[config.mk]
export PLATFORM = sky130hd
export DESIGN_NAME = eeprom_id_fetch
export DESIGN_NICKNAME = d
export VERILOG_FILES = /design/src/rtl/eeprom_id_pkg.sv /design/src/rtl/uwire_halfclk.sv /design/src/rtl/uwire_word_read.sv /design/src/rtl/eeprom_id_fetch.sv
export SDC_FILE = /design/constraint.sdc
export NUM_CORES = 1
export LEC_CHECK = 0
export CORE_MARGIN = 2
export CORE_UTILIZATION = 25
export DETAILED_ROUTE_END_ITERATION = 6
export DONT_BUFFER_PORTS = 1
export GPL_TIMING_DRIVEN = 1
export PLACE_DENSITY = 0.39
export SYNTH_ARGS = -nofsm -noshare
export SYNTH_HDL_FRONTEND = slang
export SYNTH_SLANG_ARGS = --single-unit
[constraint.sdc]
create_clock -name clk -period 2.5 [get_ports clk]
set_input_delay 0.375 -clock clk [delete_from_list [all_inputs] [get_ports clk]]
set_output_delay 0.375 -clock clk [all_outputs]
set_load 0.005 [all_outputs]
[src/rtl/eeprom_id_pkg.sv]
package eeprom_id_pkg;
  localparam int OPC_W   = 3;
  localparam int ADDR_W  = 6;
  localparam int DATA_W  = 16;
  localparam int FRAME_W = OPC_W + ADDR_W;

  localparam logic [OPC_W-1:0] READ_OPC = 3'b110;

  typedef logic [ADDR_W-1:0]  addr_t;
  typedef logic [DATA_W-1:0]  word_t;
  typedef logic [FRAME_W-1:0] frame_t;

  typedef enum logic [1:0] {RD_IDLE, RD_PRE, RD_SHIFT, RD_END} rd_state_t;

  // Command followed by address, first bit on the wire in the MSB.
  function automatic frame_t make_frame(input addr_t a);
    return {READ_OPC, a};
  endfunction

  // Bit sent in serial slot idx; zero once the frame is exhausted.
  function automatic logic frame_bit(input frame_t f, input int idx);
    if (idx < FRAME_W) return f[FRAME_W-1-idx];
    return 1'b0;
  endfunction

  // Right shift with the incoming bit entering at the top.
  function automatic word_t shift_in_lsb(input word_t w, input logic b);
    return {b, w[DATA_W-1:1]};
  endfunction

  // Low byte into the earlier (lower) lane, high byte into the next one.
  function automatic word_t place_bytes(input word_t w);
    return {w[15:8], w[7:0]};
  endfunction
endpackage

[src/rtl/uwire_halfclk.sv]
module uwire_halfclk #(
  parameter int HALF_DIV = 250
) (
  input  logic clk,
  input  logic rst,
  input  logic run,
  output logic tick
);
  localparam int CNT_W = (HALF_DIV > 1) ? $clog2(HALF_DIV) : 1;
  localparam logic [CNT_W-1:0] LAST = CNT_W'(HALF_DIV - 1);

  logic [CNT_W-1:0] cnt;

  always_ff @(posedge clk) begin
    if (rst || !run)  cnt <= '0;
    else if (cnt == LAST) cnt <= '0;
    else              cnt <= cnt + 1'b1;
  end

  assign tick = run && (cnt == LAST);
endmodule

[src/rtl/uwire_word_read.sv]
module uwire_word_read
  import eeprom_id_pkg::*;
#(
  parameter int HALF_DIV = 250
) (
  input  logic  clk,
  input  logic  rst,
  input  logic  go,
  input  addr_t addr,
  input  logic  do_in,
  output logic  cs,
  output logic  sk,
  output logic  di,
  output logic  word_done,
  output word_t word
);
  localparam int SLOTS  = FRAME_W + DATA_W;
  localparam int SLOT_W = $clog2(SLOTS);

  rd_state_t         st;
  logic              hi;
  logic [SLOT_W-1:0] slot;
  frame_t            frame;
  logic              tick;
  logic              running;

  assign running = (st != RD_IDLE);

  uwire_halfclk #(.HALF_DIV(HALF_DIV)) u_half (
    .clk  (clk),
    .rst  (rst),
    .run  (running),
    .tick (tick)
  );

  always_ff @(posedge clk) begin
    if (rst) begin
      st        <= RD_IDLE;
      hi        <= 1'b0;
      slot      <= '0;
      frame     <= '0;
      cs        <= 1'b0;
      sk        <= 1'b0;
      di        <= 1'b0;
      word_done <= 1'b0;
      word      <= '0;
    end else begin
      word_done <= 1'b0;
      case (st)
        RD_IDLE: if (go) begin
          st    <= RD_PRE;
          frame <= make_frame(addr);
          slot  <= '0;
          hi    <= 1'b0;
          word  <= '0;
          cs    <= 1'b0;
          sk    <= 1'b0;
          di    <= 1'b0;
        end
        RD_PRE: if (tick) begin
          st <= RD_SHIFT;
          cs <= 1'b1;
          di <= frame_bit(frame, 0);
        end
        RD_SHIFT: if (tick) begin
          if (!hi) begin
            hi <= 1'b1;
            sk <= 1'b1;
          end else begin
            hi <= 1'b0;
            sk <= 1'b0;
            if (int'(slot) >= FRAME_W) word <= shift_in_lsb(word, do_in);
            if (int'(slot) == SLOTS - 1) begin
              st <= RD_END;
              cs <= 1'b0;
              di <= 1'b0;
            end else begin
              slot <= slot + 1'b1;
              di   <= frame_bit(frame, int'(slot) + 1);
            end
          end
        end
        RD_END: if (tick) begin
          st        <= RD_IDLE;
          word_done <= 1'b1;
        end
        default: st <= RD_IDLE;
      endcase
    end
  end
endmodule

[src/rtl/eeprom_id_fetch.sv]
module eeprom_id_fetch
  import eeprom_id_pkg::*;
#(
  parameter int HALF_DIV   = 250,
  parameter int FIRST_WORD = 2,
  parameter int NUM_WORDS  = 3
) (
  input  logic                     clk,
  input  logic                     rst,
  input  logic                     start,
  output logic                     busy,
  output logic                     done,
  output logic [NUM_WORDS*16-1:0]  id_bytes,
  output logic                     ee_cs,
  output logic                     ee_sk,
  output logic                     ee_di,
  input  logic                     ee_do
);
  localparam int IDX_W = (NUM_WORDS > 1) ? $clog2(NUM_WORDS) : 1;
  localparam logic [IDX_W-1:0] LAST_IDX = IDX_W'(NUM_WORDS - 1);

  logic [IDX_W-1:0] idx;
  logic             launch;
  logic             word_done;
  word_t            word;
  addr_t            rd_addr;

  assign rd_addr = addr_t'(FIRST_WORD) + addr_t'(idx);

  always_ff @(posedge clk) begin
    if (rst) begin
      busy   <= 1'b0;
      done   <= 1'b0;
      launch <= 1'b0;
      idx    <= '0;
    end else begin
      launch <= 1'b0;
      done   <= 1'b0;
      if (!busy && start) begin
        busy   <= 1'b1;
        idx    <= '0;
        launch <= 1'b1;
      end else if (busy && word_done) begin
        if (idx == LAST_IDX) begin
          busy <= 1'b0;
          done <= 1'b1;
        end else begin
          idx    <= idx + 1'b1;
          launch <= 1'b1;
        end
      end
    end
  end

  uwire_word_read #(.HALF_DIV(HALF_DIV)) u_rd (
    .clk       (clk),
    .rst       (rst),
    .go        (launch),
    .addr      (rd_addr),
    .do_in     (ee_do),
    .cs        (ee_cs),
    .sk        (ee_sk),
    .di        (ee_di),
    .word_done (word_done),
    .word      (word)
  );

  for (genvar g = 0; g < NUM_WORDS; g++) begin : g_word
    word_t held;
    always_ff @(posedge clk) begin
      if (rst)                                     held <= '0;
      else if (word_done && idx == IDX_W'(g))      held <= word;
    end
    assign id_bytes[g*16 +: 16] = place_bytes(held);
  end
endmodule

=== Word level (Yosys, flattened, before mapping) ===
Cells that the tools add are included.

* $add $sub $neg: 6
* Magnitude comparators: 3
* Eq/ne operators: 15
* Muxes and demuxes: 53
* Bitwise operators: 3
* Reduce and logical (&&, ||, !) cells: 29

{| class="wikitable"
|+ Operators with widths
! operator !! count
|-
| 16-bit 2-to-1 mux || 4
|-
| 32-bit by 5-bit < comparator with 1-bit output, second input constant || 1
|-
| 32-bit by 6-bit < comparator with 1-bit output, second input constant || 1
|-
| 1-bit 2-to-1 mux || 32
|-
| 16-bit case mux with 2 select lines || 1
|-
| 5-bit by 32-bit subtractor with 32-bit output, first input constant || 1
|-
| 5-bit 2-to-1 mux || 4
|-
| 5-bit AND reduction || 3
|-
| 2-bit 2-to-1 mux || 6
|-
| 2-bit by 1-bit != test with 1-bit output, second input constant || 6
|-
| 6-bit AND reduction || 2
|-
| 5-bit case mux with 2 select lines || 1
|-
| 8-bit by 1-bit adder with 8-bit output, second input constant || 1
|-
| 8-bit equality test, second input constant || 1
|-
| 2-bit case mux with 4 select lines || 1
|-
| 2-bit nonzero test || 4
|-
| 5-bit by 1-bit adder with 6-bit output, second input constant || 1
|-
| 2-bit equality test, second input constant || 3
|-
| 1-bit logical AND || 6
|-
| 1-bit case mux with 3 select lines || 2
|-
| 2-bit AND reduction || 3
|-
| 2-bit OR reduction || 3
|-
| 5-bit by 1-bit adder with 5-bit output, second input constant || 1
|-
| 5-bit by 4-bit equality test with 1-bit output, second input constant || 1
|-
| other kinds (14) || 20
|}

* Flip-flop bits (word level): 95
* Bits of input ports: 4
* Output and inout port bits: 53
* Word-level logic and storage cells: 125

=== Longest topological paths before layout ===
Gate-level depths: netlist (run 1).

* Depth after elaboration: 13
* Depth in mapped cells: 10
* Gate-level depth less buffers: 8

=== By module ===
From an unflattened synthesis (run 1), not the netlist that was laid out.

* Cells, all modules: 510
* Area, all modules: 4,151.5 µm²

{| class="wikitable"
|+ Modules (own cells, without submodules)
! module !! times used !! cells an instance !! area each (µm²) !! sequential area each (µm²)
|-
| eeprom_id_fetch || 1 || 240 || 2,037.0 || 1,061.0
|-
| uwire_word_read || 1 || 221 || 1,705.4 || 680.7
|-
| uwire_halfclk || 1 || 49 || 409.1 || 160.2
|}

=== Worst setup path before layout (run 1) ===
OpenSTA, ideal clock, no wires.

* Path type: reg-to-reg
* Start: register u_rd.slot[0]
* End: register u_rd.di
* Setup time: 0.116 ns
* Arrival: 2.247 ns
* Required time: 2.384 ns
* Path slack: 0.136 ns
* Stages on the path, launching flop included: 10
* Path buffers: 2
* Clock period less this slack: 2.364 ns
* Cell sequence: dfxtp_1 -> buf_6 -> inv_1 -> ha_1 -> buf_2 -> mux2_2 -> o211a_1 -> or3_1 -> a32o_1 -> a41o_1

* Word-level cells in the longest chain between the ends: 13
* Elaborated cells between the ends (all ways): 19
* Those cells by class: add/sub (2); order compare (1); eq/ne (1); mux (15)

{| class="wikitable"
|+ RTL lines
! what !! line !! source
|-
| start, declared || uwire_word_read.sv:22 || <nowiki>logic [SLOT_W-1:0] slot;</nowiki>
|-
| start signal, assigned || uwire_word_read.sv:78 || <nowiki>slot <= slot + 1'b1;</nowiki>
|-
| branches (longest 9 deep; another with 5-bit by 32-bit subtractor with 32-bit output) || -- ||
|-
| 1-bit 2-to-1 mux (*) || uwire_word_read.sv:73 || <nowiki>if (int'(slot) == SLOTS - 1) begin</nowiki>
|-
| 1-bit 2-to-1 mux (*) || uwire_word_read.sv:66 || <nowiki>if (!hi) begin</nowiki>
|-
| 1-bit 2-to-1 mux (*) || uwire_word_read.sv:65 || <nowiki>RD_SHIFT: if (tick) begin</nowiki>
|-
| 1-bit case mux with 3 select lines (*) || uwire_word_read.sv:49 || <nowiki>case (st)</nowiki>
|-
| end signal, assigned || uwire_word_read.sv:63 || <nowiki>di <= frame_bit(frame, 0);</nowiki>
|-
| end signal, assigned || uwire_word_read.sv:79 || <nowiki>di <= frame_bit(frame, int'(slot) + 1);</nowiki>
|-
| end, declared || uwire_word_read.sv:13 || <nowiki>output logic di,</nowiki>
|}

Every way passes the cells marked *. The select of a mux whose other input is x is not followed.
A chain may end at the register's enable or synchronous reset.

=== Worst setup path after layout (run 1) ===
* Start: register u_rd.slot[1]
* End: register u_rd.di

The elaborated chain is that of the path after synthesis.

==> impl_metrics.csv, run 1 <==
group,metric,value,unit
logic_synthesis,synthArstFlopShare,0,%
floorplanning,num_rows,45,
power,ir_worst_vdd,334,uV
min_path,min_from,"rst",
final_layout,seq_area,1840,sq um
timing,max_freq,0.436,GHz
timing,clock_skew,0.00800,ns
timing,setup_viol,0,
logic_synthesis,synthCells,472,
drt,drtAntennaViolNets,0,
worst_setup_path,reg2reg_to,"u_rd.di",
timing,maxSlewHeadroom,53.3,%
floorplanning,initial_utilization,25.5,%
timing,finalCritPeriodShare,91.8,%
logic_synthesis,ys_ff_latch,92,
final_layout,syn_to_final_growth,12.8,%
final_layout,fin_area,4350,sq um
grt,track_usage,12.7,%
grt,grt_max_degree,85,
logic_synthesis,syn-cell-area,3860,sq um
worst_setup_path,r2r_slack,0.20,ns
placed_design,dpl_cell_area,4020,sq um
clock_network,clkTransAtPathRegs,0.07,ns
logic_synthesis,synth-edff-count,0,
placed_design,numPortBuffers,0,
power,clkPwrFrac,43.6,%
logic_synthesis,ys.flop_type,"dfxtp_1",
timing,rsz0062_at_grt,"no",
power,power.internal,2.49,mW
placed_design,place_ws,0.227,ns
min_path,worstHoldPathType,"input pin to flop",
drt,vias_per_cell,4.73,
clock_network,cts_sinks,92,
worst_setup_path,endpoint,"u_rd.di",
drt,drt-pass1-iter-count,4,
worst_setup_path,reg2reg_from,"u_rd.slot[1]",
power,power_frac_seq,45.6,%
timing,finalSetupTns,0,ns
logic_synthesis,yosysUniqueCellTypes,53,
timing,worst_slew_pin_slew,0.699,ns
final_layout,diodes,0,
worst_setup_path,cp.arrival,2.53,ns
timing,hold_viol,0,
clock_network,clk_latency,0.34,ns
clock_network,numCtsBuffers,9,
clock_network,clk_path_buf_depth,2,
power,switching_power,843,uW
floorplanning,io_pins,57,
logic_synthesis,yosys.area.top_type,"dfxtp_1",
floorplanning,core_area,15100,sq um
power,switching_share,25.3,%
logic_synthesis,yosys-top-cells-area,"dfxtp_1, nand2_1, a21oi_1",
final_layout,final.fill_count,1628,
timing,fin_crit,2.30,ns
logic_synthesis,synth_most_common_cell,"nand2_1",
floorplanning,die-height,128,um
grt,grt_overflow,0,
power,total_power,3.34,mW
grt,antenna_found_initial,0,
worst_setup_path,startpoint,"u_rd.slot[1]",
grt,grt_pass1_vias,3052,
drt,num_vias,3100,
logic_synthesis,ys_seq_area_share,47.7,%
final_layout,multi_input_area,1830,sq um
worst_setup_path,worst_setup_path_start_kind,"flop",
power,power_density,767,nW/um^2
worst_setup_path,critPathKind,"flop to flop",
power,leakage,1.44,nW
flow_run,drv_cap,0,
clock_network,ctsResizeCount,0,
clock_network,cts_tree,"yes",
clock_network,hold_buffers,0,
clock_network,h-tree-depth,3,
floorplanning,die_w,128,um
logic_synthesis,synth.avg_cell_area,8.18,sq um
grt,grt_pass1_wl,16300,um
worst_setup_path,critPathCaptureType,"flop",
logic_synthesis,synthTopCellsByCount,"nand2_1, dfxtp_1, a21oi_1",
worst_setup_path,reg2reg_depth,8,
worst_setup_path,worstPathMaxFanout,5,
logic_synthesis,syn-num-nets,489,
clock_network,clockRootBuffer,"clkbuf_16",
clock_network,cts_setup_buffers,0,
worst_setup_path,required,2.74,ns
power,power_frac_comb,10.8,%
drt,routed_wl,9890,um
logic_synthesis,synth_top_area_share,47.7,%
drt,drt_iter0_drc,174,
floorplanning,die_area,16400,sq um
drt,drc,0,
logic_synthesis,yosys_warnings,0,
timing,worst_slack,0.204,ns
placed_design,post-dp-hpwl,6800,um
outcome,outcome,"complete, no violations",
timing,finalMaxSlewViolations,0,
drt,drt-wirelength-per-cell,15.1,um
final_layout,final_nets,481,
placed_design,globalplace.congestion,0.703,
final_layout,drive_above_1_share,7.48,%
==> state kept, by name (all words and copies together) (netlist names) <==
name / cells
u_rd.di: 1
g_word.held: 48
u_rd.frame: 4
u_rd.u_half.cnt: 8
u_rd.st: 2
u_rd.word_done: 1
idx: 2
u_rd.cs: 1
busy: 1
u_rd.slot: 5
launch: 1
u_rd.hi: 1
done: 1
u_rd.word: 16
==> power by group through the flow <==
| stage | clock network [mW] | logic [mW] | registers, mW |
|---|---|---|---|
| floorplan | 0 | 0.298 | 1.55 |
| CTS | 1.51 | 0.352 | 1.52 |
| global route | 1.58 | 0.408 | 1.53 |
| global placement | 0 | 0.348 | 1.55 |
| finish | 1.45 | 0.361 | 1.52 |
| detailed placement | 0 | 0.351 | 1.55 |
==> cells by family after synthesis <==
group	after synthesis	share of synthesized area, %
adders and majority gates	13	4.21
AOI/OAI and AO/OA	107	16.7
buffers and inverters	41	4.99
xor gates and xnor gates	5	1.13
and+or+nand+nor	210	24.2
DFF	92	47.7
muxes	4	1.07
==> metal layers <==
layer  up-vias  global-route usage, %  wire length [um]
li1       1588                      -                 -
met1      1444                   15.4              4300
met2        59                   20.5              4810
met3         9                   4.72               575
met4         0                   4.98               206
met5         -                      0                 0
==> cell usage in the layout (no fill, tap or decap), types with 7 or more instances in the layout <==
| master | synthesis | layout |
|---|---|---|
| inv_1 | 10 | 10 |
| nand2_1 | 130 | 130 |
| clkbuf_16 | 0 | 9 |
| nand3_1 | 26 | 26 |
| nor3_1 | 7 | 7 |
| buf_4 | 3 | 10 |
| ha_1 | 13 | 13 |
| a21oi_1 | 79 | 79 |
| nor2_1 | 22 | 22 |
| dfxtp_1 | 92 | 92 |
==> final cells by class <==
type / count / share of cell area [%]
Clock buffer: 9 / 5.17
Clock inverter: 6 / 2.04
Inverter: 11 / 0.949
Multi-Input combinational cell: 339 / 41.9
Sequential cell: 92 / 42.3
Tap cell: 188 / 5.40
Timing Repair Buffer: 11 / 2.18
==> how the worst min path moves through the flow <==
stage	depth (start not counted)	to	slack [ns]
after floorplan	1	u_rd.u_half.cnt[0]	0.43
after global placement	2	u_rd.frame[2]	0.45
after detailed placement	2	u_rd.frame[2]	0.45
after CTS	1	u_rd.cs	0.08
after global routing	1	u_rd.st[1]	0.09
final	1	u_rd.cs	0.1
==> worst max-delay path: stages (launching register included) <==
cell and delay [ns]:
dfxtp_1 0.40, inv_2 0.07, ha_1 0.32, nor4bb_1 0.28, a31oi_1 0.09, o211a_1 0.17
or3_1 0.37, a32o_1 0.26, a41o_1 0.23
==> stage by stage <==
stage | hold WS, ns | util, % | cells
after global placement | 0.445 | 26.5 | 640
after CTS | 0.0822 | 28.6 | 655
after floorplan | 0.434 | - | 472
after detailed placement | 0.451 | 26.5 | 640
after global routing | 0.0863 | 28.7 | 656
final | 0.0982 | 28.7 | 656
No activity file was read; power rests on OpenSTA's default activity.
==> inputs of run 2 (changes only) <==
--- a/config.mk
+++ b/config.mk
@@ -10,7 +10,7 @@
 export DETAILED_ROUTE_END_ITERATION = 6
 export DONT_BUFFER_PORTS = 1
 export GPL_TIMING_DRIVEN = 1
-export PLACE_DENSITY = 0.39
+export PLACE_DENSITY_LB_ADDON = 0.2
 export SYNTH_ARGS = -nofsm -noshare
 export SYNTH_HDL_FRONTEND = slang
 export SYNTH_SLANG_ARGS = --single-unit
==> run 2 against run 1 <==
  * Critical path depth stayed put
  * Die area stayed put
  * Non-clock buffer count is 2 lower
  * Global-route usage is 0.53 points lower
  * Sequential power hardly changed
  * Largest cell class unchanged
  * Design area is 1.5% lower
  * Utilization is 0.44 points lower
  * Combinational power is 5% lower
  * Via count is 1.6% higher
  * Worst hold slack better by 0.0075 ns
==> impl_metrics.csv, run 2 (synthesized netlist as in run 1, its figures left out) <==
group,metric,value,unit
clock_network,clk_latency,0.35,ns
worst_setup_path,crit_slowest_cell,"dfxtp_1",
timing,maxSlewHeadroom,55.1,%
final_layout,fin_cells,655,
drt,drt-pass1-iter-count,7,
floorplanning,num_rows,45,
drt,drtAntennaViolNets,0,
drt,routed_wl,9840,um
worst_setup_path,path_cells,"inv_2 -> ha_1 -> nor4bb_1 -> a31oi_1 -> o211a_1 -> or3_1 -> a32o_1 -> a41o_1",
timing,finalSetupTns,0,ns
drt,num_vias,3151,
clock_network,clk_path_buf_depth,2,
worst_setup_path,worstPathMaxFanout,6,
worst_setup_path,cpPeakStageDelay,0.45,ns
outcome,outcome,"complete, no violations",
clock_network,cts_sinks,92,
power,ir_worst_vdd,306,uV
clock_network,numCtsBuffers,9,
grt,track_usage,12.2,%
worst_setup_path,cp.arrival,2.58,ns
final_layout,syn_to_final_growth,11.1,%
final_layout,fin_area,4290,sq um
flow_run,drv_cap,0,
final_layout,layout_commonest_cell,"nand2_1",
power,total_power,3.14,mW
worst_setup_path,critPathKind,"flop to flop",
timing,hold_viol,0,
placed_design,post-dp-hpwl,6750,um
min_path,worstHoldPathType,"input pin to flop",
worst_setup_path,cp_top_family,"compound AO/OA/AOI/OAI gates",
grt,grt_overflow,0,
floorplanning,die-height,128,um
drt,drt-wirelength-per-cell,15.0,um
clock_network,hold_buffers,0,
clock_network,cts_tree,"yes",
placed_design,dpl_cell_area,4010,sq um
clock_network,cts_setup_buffers,0,
timing,finalCritPeriodShare,94.0,%
grt,antenna_found_initial,0,
clock_network,clockRootBuffer,"clkbuf_16",
worst_setup_path,worst_setup_path_start_kind,"flop",
worst_setup_path,required,2.74,ns
timing,setup_viol,0,
worst_setup_path,critPathBufInv,1,
clock_network,ctsResizeCount,0,
drt,drc,0,
floorplanning,die_area,16400,sq um
final_layout,drive_above_1_share,7.07,%
timing,worst_slew_pin_slew,0.674,ns
floorplanning,die_w,128,um
grt,grt_pass1_vias,3036,
final_layout,final_nets,479,
drt,drt_iter0_drc,157,
grt,grt_max_degree,85,
final_layout,diodes,0,
worst_setup_path,critPathCaptureType,"flop",
final_layout,top_register,"g_word.held",
grt,grt_pass1_wl,15700,um
timing,finalMaxSlewViolations,0,
final_layout,mostFrequentLayoutCells,"nand2_1, dfxtp_1, a21oi_1",
timing,max_freq,0.426,GHz
floorplanning,core_area,15100,sq um
timing,fin_crit,2.35,ns
floorplanning,initial_utilization,25.5,%
drt,vias_per_cell,4.81,
clock_network,h-tree-depth,3,
clock_network,clkTransAtPathRegs,0.06,ns
final_layout,reg.largest.list,"g_word.held (48), u_rd.word (16), u_rd.u_half.cnt (8)",
final_layout,largest_reg_flops,48,
timing,clock_skew,0.00882,ns
placed_design,numPortBuffers,0,
power,power_density,734,nW/um^2
floorplanning,io_pins,57,
placed_design,globalplace.congestion,0.770,
power,leakage,1.40,nW
timing,rsz0062_at_grt,"no",
placed_design,dp_cells,639,
[run 2: report_power, final]
part	switching, mW	total [mW]	leakage [nW]	internal [mW]
registers	0.0268	1.52	0.742	1.49
logic	0.232	0.344	0.533	0.113
clock network	0.598	1.28	0.129	0.681
total	0.857	3.14	1.40	2.29
[run 2: final timing paths]
path	from	endpoint	slack, ns	depth (start not counted)
max	u_rd.slot[1]	u_rd.di	0.15	8
max reg2reg	u_rd.slot[1]	u_rd.di	0.15	8
min	rst	u_rd.st[1]	0.11	1
min reg2reg	u_rd.frame[2]	u_rd.frame[2]	0.46	2
[run 2: per-layer routing]
metal | GRT usage, % | wire length, um | up-vias
met5 | 0 | 0 | -
met4 | 4.20 | 168 | 0
met3 | 5.26 | 715 | 11
met2 | 19.5 | 4500 | 74
met1 | 14.7 | 4460 | 1481
li1 | - | - | 1585
[run 2: per-stage QoR]
stage          utilization [%]  setup WS, ns  hold WS (ns)
3_5_place_dp              26.5         0.183         0.446
5_1_grt                   28.3       0.00489        0.0852
6_report                  28.3         0.151         0.106
2_1_floorplan                -         0.136         0.434
4_1_cts                   28.3         0.161        0.0864
3_3_place_gp              26.5         0.228         0.446
[run 2: cell type report]
cell class                      instances  area (sq um)
Clock inverter                          6          46.3
Timing Repair Buffer                    9          67.6
Inverter                               11          41.3
Sequential cell                        92          1840
Tap cell                              188           235
Fill cell                            1649         10900
Clock buffer                           10           229
Multi-Input combinational cell        339          1830
==> inputs of run 3 (changes only) <==
--- a/config.mk
+++ b/config.mk
@@ -6,7 +6,7 @@
 export NUM_CORES = 1
 export LEC_CHECK = 0
 export CORE_MARGIN = 2
-export CORE_UTILIZATION = 25
+export CORE_UTILIZATION = 50
 export DETAILED_ROUTE_END_ITERATION = 6
 export DONT_BUFFER_PORTS = 1
 export GPL_TIMING_DRIVEN = 1
==> run 3 against run 2 <==
  * Design area down 3.8%
  * Critical endpoint unchanged
  * Sequential power about the same
  * Worst hold slack worse by 0.035 ns
  * Critical path type unchanged
  * Critical path depth unchanged
  * Sequential share of layout area up 1.7 points
  * Largest cell class unchanged
  * Count of clock-buffer cells in the layout down 1
==> impl_metrics.csv, run 3 (synthesized netlist as in run 1, its figures left out) <==
group,metric,value,unit
timing,worst_slew_pin_slew,0.764,ns
final_layout,mostFrequentLayoutCells,"nand2_1, dfxtp_1, a21oi_1",
worst_setup_path,required,2.75,ns
power,leakage,1.38,nW
floorplanning,die_w,91.9,um
outcome,outcome,"complete, no violations",
final_layout,reg.largest.list,"g_word.held (48), u_rd.word (16), u_rd.u_half.cnt (8)",
timing,max_freq,0.420,GHz
worst_setup_path,crit_slowest_cell,"dfxtp_2",
clock_network,cts_sinks,92,
drt,drt_iter0_drc,128,
power,total_power,2.98,mW
clock_network,cts_tree,"yes",
final_layout,postLayoutCoreUtil,54.2,%
power,power_density,722,nW/um^2
floorplanning,io_pins,57,
final_layout,layout_commonest_cell,"nand2_1",
placed_design,place_ws,0.113,ns
drt,drt-wirelength-per-cell,14.9,um
grt,grt_max_degree,85,
grt,track_usage,20.7,%
clock_network,clk_path_buf_depth,2,
min_path,worstHoldPathType,"input pin to flop",
timing,fin_crit,2.38,ns
clock_network,clkTransAtPathRegs,0.10,ns
timing,setup_viol,0,
placed_design,numPortBuffers,0,
flow_run,drv_cap,0,
final_layout,largest_reg_flops,48,
clock_network,clockRootBuffer,"clkbuf_8",
grt,antenna_found_initial,0,
final_layout,top_register,"g_word.held",
final_layout,drive_above_1_share,7.10,%
worst_setup_path,worstPathMaxFanout,9,
power,ir_worst_vdd,385,uV
timing,hold_viol,0,
worst_setup_path,cp.arrival,2.64,ns
floorplanning,initial_utilization,50.7,%
floorplanning,num_rows,32,
final_layout,final_nets,477,
clock_network,ctsResizeCount,0,
drt,num_vias,3081,
worst_setup_path,worst_setup_path_start_kind,"flop",
drt,routed_wl,8460,um
drt,drtAntennaViolNets,0,
worst_setup_path,critPathCaptureType,"flop",
grt,grt_pass1_wl,14100,um
clock_network,hold_buffers,0,
drt,vias_per_cell,5.43,
clock_network,h-tree-depth,3,
timing,clock_skew,0.0161,ns
worst_setup_path,path_cells,"inv_2 -> ha_1 -> nor4bb_1 -> a31oi_1 -> o211a_1 -> or3_1 -> a32o_1 -> a41o_1",
floorplanning,core_area,7610,sq um
placed_design,post-dp-hpwl,5630,um
placed_design,globalplace.congestion,0.864,
drt,drt-pass1-iter-count,4,
worst_setup_path,critPathKind,"flop to flop",
worst_setup_path,cpPeakStageDelay,0.42,ns
final_layout,diodes,0,
clock_network,clk_latency,0.37,ns
grt,grt_pass1_vias,2900,
grt,grt_overflow,0,
timing,maxSlewHeadroom,49.1,%
floorplanning,die_area,8440,sq um
clock_network,numCtsBuffers,9,
timing,finalMaxSlewViolations,0,
clock_network,cts_setup_buffers,0,
timing,finalCritPeriodShare,95.3,%
drt,drc,0,
floorplanning,die-height,91.9,um
final_layout,syn_to_final_growth,6.81,%
timing,worst_slack,0.117,ns
run 3: cell type report:
class                      instances  area, sq um
sequential                        92         1840
timing repair buffer               7         65.1
clock inverter                     7         96.3
fill                             729         3480
multi-input combinational        339         1830
tap                              102          128
clock buffer                       9          124
inverter                          11         41.3
run 3: path summary, 6_finish.rpt:
check	start	endpoint	slack (ns)	cells after the start
hold / removal	rst	u_rd.word[5]	0.07	1
hold reg to reg	u_rd.cs	u_rd.cs	0.47	2
setup reg to reg	u_rd.slot[1]	u_rd.di	0.12	8
setup / recovery	u_rd.slot[1]	u_rd.di	0.12	8
run 3: power by group:
part / leakage [nW] / internal (mW) / switching [mW]
clock: 0.114 / 0.571 / 0.541
sequential: 0.742 / 1.49 / 0.0272
combinational: 0.525 / 0.123 / 0.221
total: 1.38 / 2.19 / 0.789
run 3: routing by layer:
layer,global-route usage [%],part of all wire [%]
met1,25.5,44
met2,34.7,49
met3,5.67,5.8
met4,7.34,1.3
met5,0,0
run 3: critical path, delay by kind of cell, from the launching register on:
kind                       cells  cell delay (ns)
and+or+nand+nor                2             0.68
adders and majority gates      1             0.33
DFF                            1             0.42
AOI/OAI and AO/OA              4             0.79
buffers and inverters          1             0.07
run 3: per-stage QoR:
stage | instances | hold WS (ns) | area [sq um] | setup TNS, ns
6_report | 567 | 0.0708 | 4120 | 0
5_1_grt | 567 | 0.0610 | 4120 | -0.00889
4_1_cts | 567 | 0.0626 | 4120 | 0
3_5_place_dp | 551 | 0.454 | 3900 | 0
3_3_place_gp | 551 | 0.452 | 3900 | 0
2_1_floorplan | 472 | 0.434 | 3860 | 0
